**src/rtl/hre_pkg.sv**
```systemverilog
// Package: shared types and trellis helpers for the hybrid survivor unit.
// Assumes a 4-state, rate-1/2 code; a state holds {older input, newest input}.
package hre_pkg;
    localparam int NUM_STATES = 4;
    localparam int STATE_BITS = 2;

    typedef logic [STATE_BITS-1:0] state_t;

    // One trace-back step: predecessor of s given its decision bit d.
    function automatic state_t prev_state(input state_t s, input logic d);
        return {d, s[1]};
    endfunction
endpackage

```
**src/rtl/hre_decision_buf.sv**
```systemverilog
// Module: holds the decision vector of the previous accepted symbol so the
// two-step trace-back can look one symbol further back than the live input.
// Assumes wr is only high for accepted symbols; clr empties the buffer.
module hre_decision_buf #(
    parameter int NS = 4
) (
    input  logic          clk,
    input  logic          rst_n,
    input  logic          clr,
    input  logic          wr,
    input  logic [NS-1:0] din,
    output logic [NS-1:0] dout
);
    logic [NS-1:0] held_q;

    // Capture each accepted vector; clear on reset or start.
    always_ff @(posedge clk) begin
        if (!rst_n || clr) begin
            held_q <= '0;
        end else if (wr) begin
            held_q <= din;
        end
    end

    assign dout = held_q;
endmodule

```
**src/rtl/hre_traceback.sv**
```systemverilog
// Module: combinational trace-back for every state. Gives the one-step
// ancestor (from the live vector) and the two-step ancestor (live vector,
// then previous vector). Flat outputs carry STATE_BITS per state.
module hre_traceback
    import hre_pkg::*;
#(
    parameter int NS = NUM_STATES
) (
    input  logic [NS-1:0]            cur_dec,
    input  logic [NS-1:0]            old_dec,
    output logic [NS*STATE_BITS-1:0] anc1,
    output logic [NS*STATE_BITS-1:0] anc2
);
    for (genvar g = 0; g < NS; g++) begin : g_state
        localparam state_t LBL = state_t'(g);
        state_t step1;
        state_t step2;

        // Walk back one symbol, then a second symbol through the older vector.
        always_comb begin
            step1 = prev_state(LBL, cur_dec[g]);
            step2 = prev_state(step1, old_dec[step1]);
        end

        assign anc1[g*STATE_BITS +: STATE_BITS] = step1;
        assign anc2[g*STATE_BITS +: STATE_BITS] = step2;
    end
endmodule

```
**src/rtl/hre_surv_bank.sv**
```systemverilog
// Module: the per-state survivor registers. A paired update copies the
// two-step ancestor and appends the state label; a single update copies the
// one-step ancestor and appends the label's low bit. Exposes state 0 only.
// Assumes upd2 and upd1 are never high together.
module hre_surv_bank
    import hre_pkg::*;
#(
    parameter int NS     = NUM_STATES,
    parameter int SURV_W = 16
) (
    input  logic                     clk,
    input  logic                     rst_n,
    input  logic                     clr,
    input  logic                     upd2,
    input  logic                     upd1,
    input  logic [NS*STATE_BITS-1:0] anc1,
    input  logic [NS*STATE_BITS-1:0] anc2,
    output logic [SURV_W-1:0]        s0_out
);
    logic [SURV_W-1:0] regs_q [NS];

    for (genvar g = 0; g < NS; g++) begin : g_reg
        localparam state_t LBL = state_t'(g);
        state_t            a1;
        state_t            a2;
        logic [SURV_W-1:0] nxt;

        assign a1 = anc1[g*STATE_BITS +: STATE_BITS];
        assign a2 = anc2[g*STATE_BITS +: STATE_BITS];

        // Choose the new contents from the selected ancestor plus label bits.
        always_comb begin
            nxt = regs_q[g];
            if (upd2) begin
                nxt = {regs_q[a2][SURV_W-STATE_BITS-1:0], LBL};
            end else if (upd1) begin
                nxt = {regs_q[a1][SURV_W-2:0], LBL[0]};
            end
        end

        // Write only on update cycles to keep toggling low.
        always_ff @(posedge clk) begin
            if (!rst_n || clr) begin
                regs_q[g] <= '0;
            end else if (upd2 || upd1) begin
                regs_q[g] <= nxt;
            end
        end
    end

    assign s0_out = regs_q[0];
endmodule

```
**src/rtl/hre_survivor_unit.sv**
```systemverilog
// Module: top of the hybrid register-exchange survivor stage. Pairs accepted
// symbols, starts a two-step update on every second one, does a single-step
// update for an odd final symbol, then pulses done and freezes until start.
// Assumes block length <= SURV_W and that dec_last comes with dec_valid.
module hre_survivor_unit
    import hre_pkg::*;
#(
    parameter int SURV_W = 16
) (
    input  logic                  clk,
    input  logic                  rst_n,
    input  logic                  start,
    input  logic                  dec_valid,
    input  logic                  dec_last,
    input  logic [NUM_STATES-1:0] dec,
    output logic [SURV_W-1:0]     surv0,
    output logic                  done
);
    localparam int AW = NUM_STATES * STATE_BITS;

    logic                  odd_q;
    logic                  fin_q;
    logic                  done_q;
    logic                  accept;
    logic                  upd2;
    logic                  upd1;
    logic [NUM_STATES-1:0] old_dec;
    logic [AW-1:0]         anc1;
    logic [AW-1:0]         anc2;

    // Accept a symbol only while a block is open and no restart is pending.
    always_comb begin
        accept = dec_valid && !fin_q && !start;
        upd2   = accept && odd_q;
        upd1   = accept && !odd_q && dec_last;
    end

    // Track symbol parity, block completion and the done pulse.
    always_ff @(posedge clk) begin
        if (!rst_n || start) begin
            odd_q  <= 1'b0;
            fin_q  <= 1'b0;
            done_q <= 1'b0;
        end else begin
            done_q <= accept && dec_last;
            if (accept) begin
                odd_q <= dec_last ? 1'b0 : !odd_q;
                if (dec_last) begin
                    fin_q <= 1'b1;
                end
            end
        end
    end

    hre_decision_buf #(.NS(NUM_STATES)) u_buf (
        .clk   (clk),
        .rst_n (rst_n),
        .clr   (start),
        .wr    (accept),
        .din   (dec),
        .dout  (old_dec)
    );

    hre_traceback #(.NS(NUM_STATES)) u_tb (
        .cur_dec (dec),
        .old_dec (old_dec),
        .anc1    (anc1),
        .anc2    (anc2)
    );

    hre_surv_bank #(.NS(NUM_STATES), .SURV_W(SURV_W)) u_bank (
        .clk    (clk),
        .rst_n  (rst_n),
        .clr    (start),
        .upd2   (upd2),
        .upd1   (upd1),
        .anc1   (anc1),
        .anc2   (anc2),
        .s0_out (surv0)
    );

    assign done = done_q;
endmodule

```
**config.mk**
```make
export PLATFORM = sky130hd
export DESIGN_NAME = hre_survivor_unit
export DESIGN_NICKNAME = d
export VERILOG_FILES = /design/src/rtl/hre_pkg.sv /design/src/rtl/hre_decision_buf.sv /design/src/rtl/hre_traceback.sv /design/src/rtl/hre_surv_bank.sv /design/src/rtl/hre_survivor_unit.sv
export SDC_FILE = /design/constraint.sdc
export NUM_CORES = 1
export LEC_CHECK = 0
export BUFFER_PORTS_ARGS = -buffer_cell sky130_fd_sc_hd__buf_2
export CORE_ASPECT_RATIO = 1.2
export CORE_MARGIN = 2
export CORE_UTILIZATION = 40
export CTS_CLUSTER_DIAMETER = 60
export DETAILED_ROUTE_END_ITERATION = 10
export SLEW_MARGIN = 0
export SYNTH_ARGS = -nofsm -noshare
export SYNTH_HDL_FRONTEND = slang
export SYNTH_SLANG_ARGS = --single-unit
```
**constraint.sdc**
```tcl
create_clock -name clk -period 10.9 [get_ports clk]
set_input_delay 2.18 -clock clk [delete_from_list [all_inputs] [get_ports clk]]
set_output_delay 2.18 -clock clk [all_outputs]
set_load 0.01 [all_outputs]
```
==> results of run 1 <==
[stage by stage]
| step | total power, mW | setup WS, ns | instances |
|---|---|---|---|
| after floorplan | 0.3460 | 5.310 | 354 |
| after global placement | 0.3639 | 6.627 | 479 |
| after detailed placement | 0.3661 | 6.581 | 479 |
| after CTS | 0.6851 | 6.934 | 495 |
| after global routing | 0.7020 | 6.776 | 495 |
| final | 0.6787 | 6.908 | 495 |
[flip-flops by register name, indices dropped and copies added, names as in the netlist]
| name | cells |
|---|---|
| fin_q | 1 |
| odd_q | 1 |
| u_buf.dout | 4 |
| u_bank.regs_q | 54 |
| done | 1 |
[critical path: stages]
cell and delay, ns:
buf_2 0.11, nor2_1 0.26, or3_1 0.71, buf_4 0.42, clkinv_8 0.19, and3_1 0.18
[power breakdown]
part / leakage, nW / total [mW] / internal, mW / switching, mW
registers: 0.671 / 0.284 / 0.267 / 0.0172
clock network: 0.171 / 0.317 / 0.214 / 0.103
logic: 1.11 / 0.0774 / 0.0364 / 0.0411
[cells in the final DEF (no fill, tap or decap), drive strengths merged]
master and count:
a211oi 42, a21oi 7, and3 5, and4bb 1, buf 28, clkbuf 16
clkinv 1, conb 2, dfxtp 7, edfxtp 54, mux2 23, mux2i 50
mux4 22, nand2 38, nand2b 2, nand3 4, nand4bb 1, nor2 4
nor2b 23, nor3b 4, o211a 22, o211ai 4, o21ai 2, or3 1
[final timing paths]
check                     start                  end  slack [ns]  depth (start not counted)
hold reg to reg   u_buf.dout[0]        u_buf.dout[0]        0.49                          2
hold / removal    u_buf.dout[0]        u_buf.dout[0]        0.49                          2
setup / recovery       dec_last  u_bank.regs_q[3][3]        6.91                          6
setup reg to reg          odd_q  u_bank.regs_q[3][3]        8.50                          5
[cells by family after synthesis]
kind of cell	Yosys count	share of synthesized area, %
multiplexers	95	28.48
other	1	0.08459
AND/OR/NAND/NOR	83	9.935
AO/OA/AOI/OAI	77	15.81
buffers and inverters	36	5.955
flip-flops	61	39.74
[cell type report]
cell class | instances | area share, %
Inverter | 1 | 0.3341
Timing Repair Buffer | 28 | 3.135
Multi-Input combinational cell | 257 | 49.86
Sequential cell | 61 | 36.19
Clock buffer | 16 | 7.093
Tap cell | 132 | 3.392
[routing by layer]
metal	global-route usage (%)	vias up	wire [um]
met5	0	-	0
met4	6.764	0	180
met3	3.521	16	359
met2	29.86	66	5280
met1	24.61	1589	4658
li1	-	1403	-
==> flow_metrics.env, run 1 <==
export IMPL_status="finished clean"
export IMPL_row_count=42
export IMPL_cp_start_kind="input port"
export IMPL_endpoint_kind="register"
export IMPL_holdWs_ns=0.4902
export IMPL_multi_input_area_um2=2427
export IMPL_drtIter0Drc=237
export IMPL_grt_pass1_wl_um=16760
export IMPL_gp_congestion=0.7543
export IMPL_power_density_nw_per_um2=139.4
export IMPL_clock_root_buffer="clkbuf_16"
export IMPL_seq_area_um2=1762
export IMPL_cts_path_max_buffers=2
export IMPL_yosysTopAreaCellShare_pct=36.58
export IMPL_worstMarginPinSlew_ns=0.9838
export IMPL_synth_top_area_cell="edfxtp_1"
export IMPL_async_reset_ff_share_pct=0
export IMPL_vias=3074
export IMPL_cts_sinks=61
export IMPL_worstPathRequired_ns=10.98
export IMPL_fin_crit_sh_pct=36.63
export IMPL_vias_per_cell=6.210
export IMPL_first_global_vias=3010
export IMPL_finalSetupTns_ns=0
export IMPL_cts_made_buffers=9
export IMPL_synth_warnings=0
export IMPL_finalSetupViolCount=0
export IMPL_skew_ns=0.009320
export IMPL_p_leak_nw=1.957
export IMPL_worstPathArrival_ns=4.08
export IMPL_nFillCells=989
export IMPL_synth_seq_cells=61
export IMPL_boundaryPins=26
export IMPL_wl_per_cell_um=21.17
export IMPL_yosysUniqueCellTypes=29
export IMPL_hp_class="register to register"
export IMPL_yosysMostFrequentCell="edfxtp_1"
export IMPL_initial_utilization_pct=40.56
export IMPL_postCtsSetupRepairBufs=0
export IMPL_final_max_slew_viol_count=0
export IMPL_tritoncts="done"
export IMPL_grt_overflow_total=0
export IMPL_syn_to_final_growth_pct=9.822
export IMPL_synth_ff_type="edfxtp_1"
export IMPL_drv_cap=0
export IMPL_drt_first_pass_iters=5
export IMPL_relSlewSlack_pct=34.33
export IMPL_routed_wl_um=10480
export IMPL_port_buffer_count=23
export IMPL_cts_resized=0
export IMPL_die_w_um=100.1
export IMPL_dieArea_um2=11940
export IMPL_ys_top_cells_by_count="54 x edfxtp_1, 50 x mux2i_1, 38 x nand2_1"
export IMPL_clkTransAtPathRegs_ns=0.05
export IMPL_hold_viol_final=0
export IMPL_netlist_area_um2=4433
export IMPL_crit_type="input port to register"
export IMPL_post_route_util_pct=44.54
export IMPL_grt_use_total_pct=18.46
export IMPL_ctsHoldBuffers=0
export IMPL_hpwl_um=6408
export IMPL_cp_max_fo=27
export IMPL_ir_drop_mv=0.05883
export IMPL_h_tree_depth=3
export IMPL_place_area_um2=4523
export IMPL_die_h_um=119.3
export IMPL_syn_area_per_cell_um2=12.56
export IMPL_clock_latency_ns=0.33
export IMPL_final_cell_area_um2=4868
export IMPL_yosysSeqAreaShare_pct=39.74
export IMPL_grt_max_degree=50
export IMPL_num_antenna_cells=0
export IMPL_syn_inst=353
export IMPL_synth_edf_count=54
export IMPL_core_um2=10930
export IMPL_rsz0062_at_grt="false"
export IMPL_max_freq_ghz=0.2505
export IMPL_drt_antenna_violating_nets=0
export IMPL_synth_area_leaders="edfxtp_1 37%, mux2i_1 11%, mux4_2 11%"
export IMPL_antenna_found_initial=0
export IMPL_drc=0
export IMPL_drive_gt1_share_pct=30.85
export IMPL_period_minus_slack_ns=3.992
export IMPL_nets=367
No activity file was read; power rests on OpenSTA's default activity.
==> inputs of run 2 (changes only) <==
Clock period 10.9 ns to 4.1 ns, I/O delays scaled along.
==> flow_metrics.env, run 2 (synthesis results as in run 1) <==
export IMPL_num_antenna_cells=0
export IMPL_syn_to_final_growth_pct=8.750
export IMPL_antenna_found_initial=0
export IMPL_worstPathRequired_ns=4.18
export IMPL_h_tree_depth=3
export IMPL_grt_max_degree=50
export IMPL_hp_class="register to register"
export IMPL_p_leak_nw=1.939
export IMPL_power_density_nw_per_um2=352.7
export IMPL_top_usage_layer="met2"
export IMPL_vias_per_cell=6.091
export IMPL_layout_common_cells="54 x edfxtp_1, 50 x mux2i_1, 38 x nand2_1, 24 x a211oi_1"
export IMPL_first_global_vias=3245
export IMPL_worstMarginPinSlew_ns=0.9406
export IMPL_rsz0062_at_grt="false"
export IMPL_fin_crit_sh_pct=57.65
export IMPL_max_freq_ghz=0.4231
export IMPL_place_inst=481
export IMPL_multi_input_area_um2=2427
export IMPL_drc=0
export IMPL_postCtsSetupRepairBufs=0
export IMPL_nFillCells=1012
export IMPL_drt_antenna_violating_nets=0
export IMPL_hold_end="u_buf.dout[0]"
export IMPL_wl_per_cell_um=21.41
export IMPL_drive_gt1_share_pct=30.96
export IMPL_tritoncts="done"
export IMPL_r2r_start="fin_q"
export IMPL_worstPathArrival_ns=2.45
export IMPL_drv_cap=0
export IMPL_endpoint_kind="register"
export IMPL_routed_wl_um=10640
export IMPL_top_register="u_bank.regs_q"
export IMPL_die_h_um=119.3
export IMPL_hpwl_um=6654
export IMPL_boundaryPins=26
export IMPL_use_met2_pct=31.80
export IMPL_cts_resized=0
export IMPL_period_minus_slack_ns=2.364
export IMPL_final_common_cell="edfxtp_1"
export IMPL_cp_max_fo=25
export IMPL_status="finished clean"
export IMPL_holdPathStages=2
export IMPL_grt_pass1_wl_um=17480
export IMPL_use_met1_pct=24.27
export IMPL_drt_first_pass_iters=4
export IMPL_cts_path_max_buffers=2
export IMPL_port_buffer_count=23
export IMPL_gp_congestion=0.7580
export IMPL_worstReg2RegEnd="u_bank.regs_q[2][12]"
export IMPL_hold_viol_final=0
export IMPL_finalSetupTns_ns=0
export IMPL_cts_made_buffers=9
export IMPL_grtUsageMet3_pct=3.815
export IMPL_rrSetupSlack_ns=2.02
export IMPL_dieArea_um2=11940
export IMPL_clock_root_buffer="clkbuf_16"
export IMPL_clock_latency_ns=0.33
export IMPL_hp_start="u_buf.dout[0]"
export IMPL_finalSetupViolCount=0
export IMPL_drtIter0Drc=182
export IMPL_initial_utilization_pct=40.56
export IMPL_final_max_slew_viol_count=0
export IMPL_grt_overflow_total=0
export IMPL_holdWs_ns=0.5076
export IMPL_ctsHoldBuffers=0
export IMPL_skew_ns=0.006440
export IMPL_ir_drop_mv=0.1643
export IMPL_core_um2=10930
export IMPL_row_count=42
export IMPL_stdcell_count=497
export IMPL_nets=369
export IMPL_seq_area_um2=1762
export IMPL_cp_start_kind="input port"
export IMPL_cts_sinks=61
export IMPL_crit_type="input port to register"
export IMPL_largest_register_ffs=54
export IMPL_vias=3027
export IMPL_grt_use_total_pct=19.09
export IMPL_r2r_cells=4
export IMPL_relSlewSlack_pct=37.21
export IMPL_die_w_um=100.1
export IMPL_clkTransAtPathRegs_ns=0.05
run 2: cell types whose count changed in the layout (fill, tap and decap cells not counted), sizes merged:
cell and change:
clkbuf -6, clkinv +5, buf +2, bufinv +1
run 2: metal layers:
layer  share of wire [%]  routed length, um
met5                   0                  0
met4                 1.7                181
met3                 4.3                457
met2                  51               5446
met1                  43               4557
run 2: power by group:
group	internal, mW	switching [mW]
clock	0.464	0.275
combinational	0.0974	0.108
sequential	0.709	0.0461
total	1.27	0.430
run 2: critical path, stage by stage:
cell and delay, ns:
buf_2 0.56, buf_4 0.30, mux4_2 0.51, o211a_1 0.22
run 2: how the worst max path moves through the flow:
stage                      endpoint       from  slack [ns]  depth (start not counted)
2_1_floorplan  u_bank.regs_q[1][10]  dec_valid        0.95                          2
3_3_place_gp   u_bank.regs_q[0][15]     dec[0]        1.42                          4
3_5_place_dp   u_bank.regs_q[0][14]     dec[0]        1.36                          4
4_1_cts        u_bank.regs_q[0][14]     dec[0]        1.71                          4
5_1_grt        u_bank.regs_q[0][14]     dec[0]        1.64                          4
6_report       u_bank.regs_q[0][14]     dec[0]        1.74                          4
run 2: final cells by class:
type / instances / area share, %
clock buffers: 10 / 4.750
clock inverters: 6 / 1.116
inverters: 1 / 0.3374
multi-input cells: 257 / 50.35
flip-flops and latches: 61 / 36.54
well taps: 132 / 3.426
repair buffers: 30 / 3.478
run 2: through the flow:
| stage | power (mW) | instance area [um2] | util (%) | worst slack [ns] |
|---|---|---|---|---|
| floorplan | 0.9192 | 4437 | - | 0.9549 |
| global placement | 0.9701 | 4538 | 41.52 | 1.425 |
| detailed placement | 0.9744 | 4538 | 41.52 | 1.357 |
| CTS | 1.714 | 4821 | 44.10 | 1.706 |
| global route | 1.765 | 4821 | 44.10 | 1.640 |
| finish | 1.700 | 4821 | 44.10 | 1.736 |
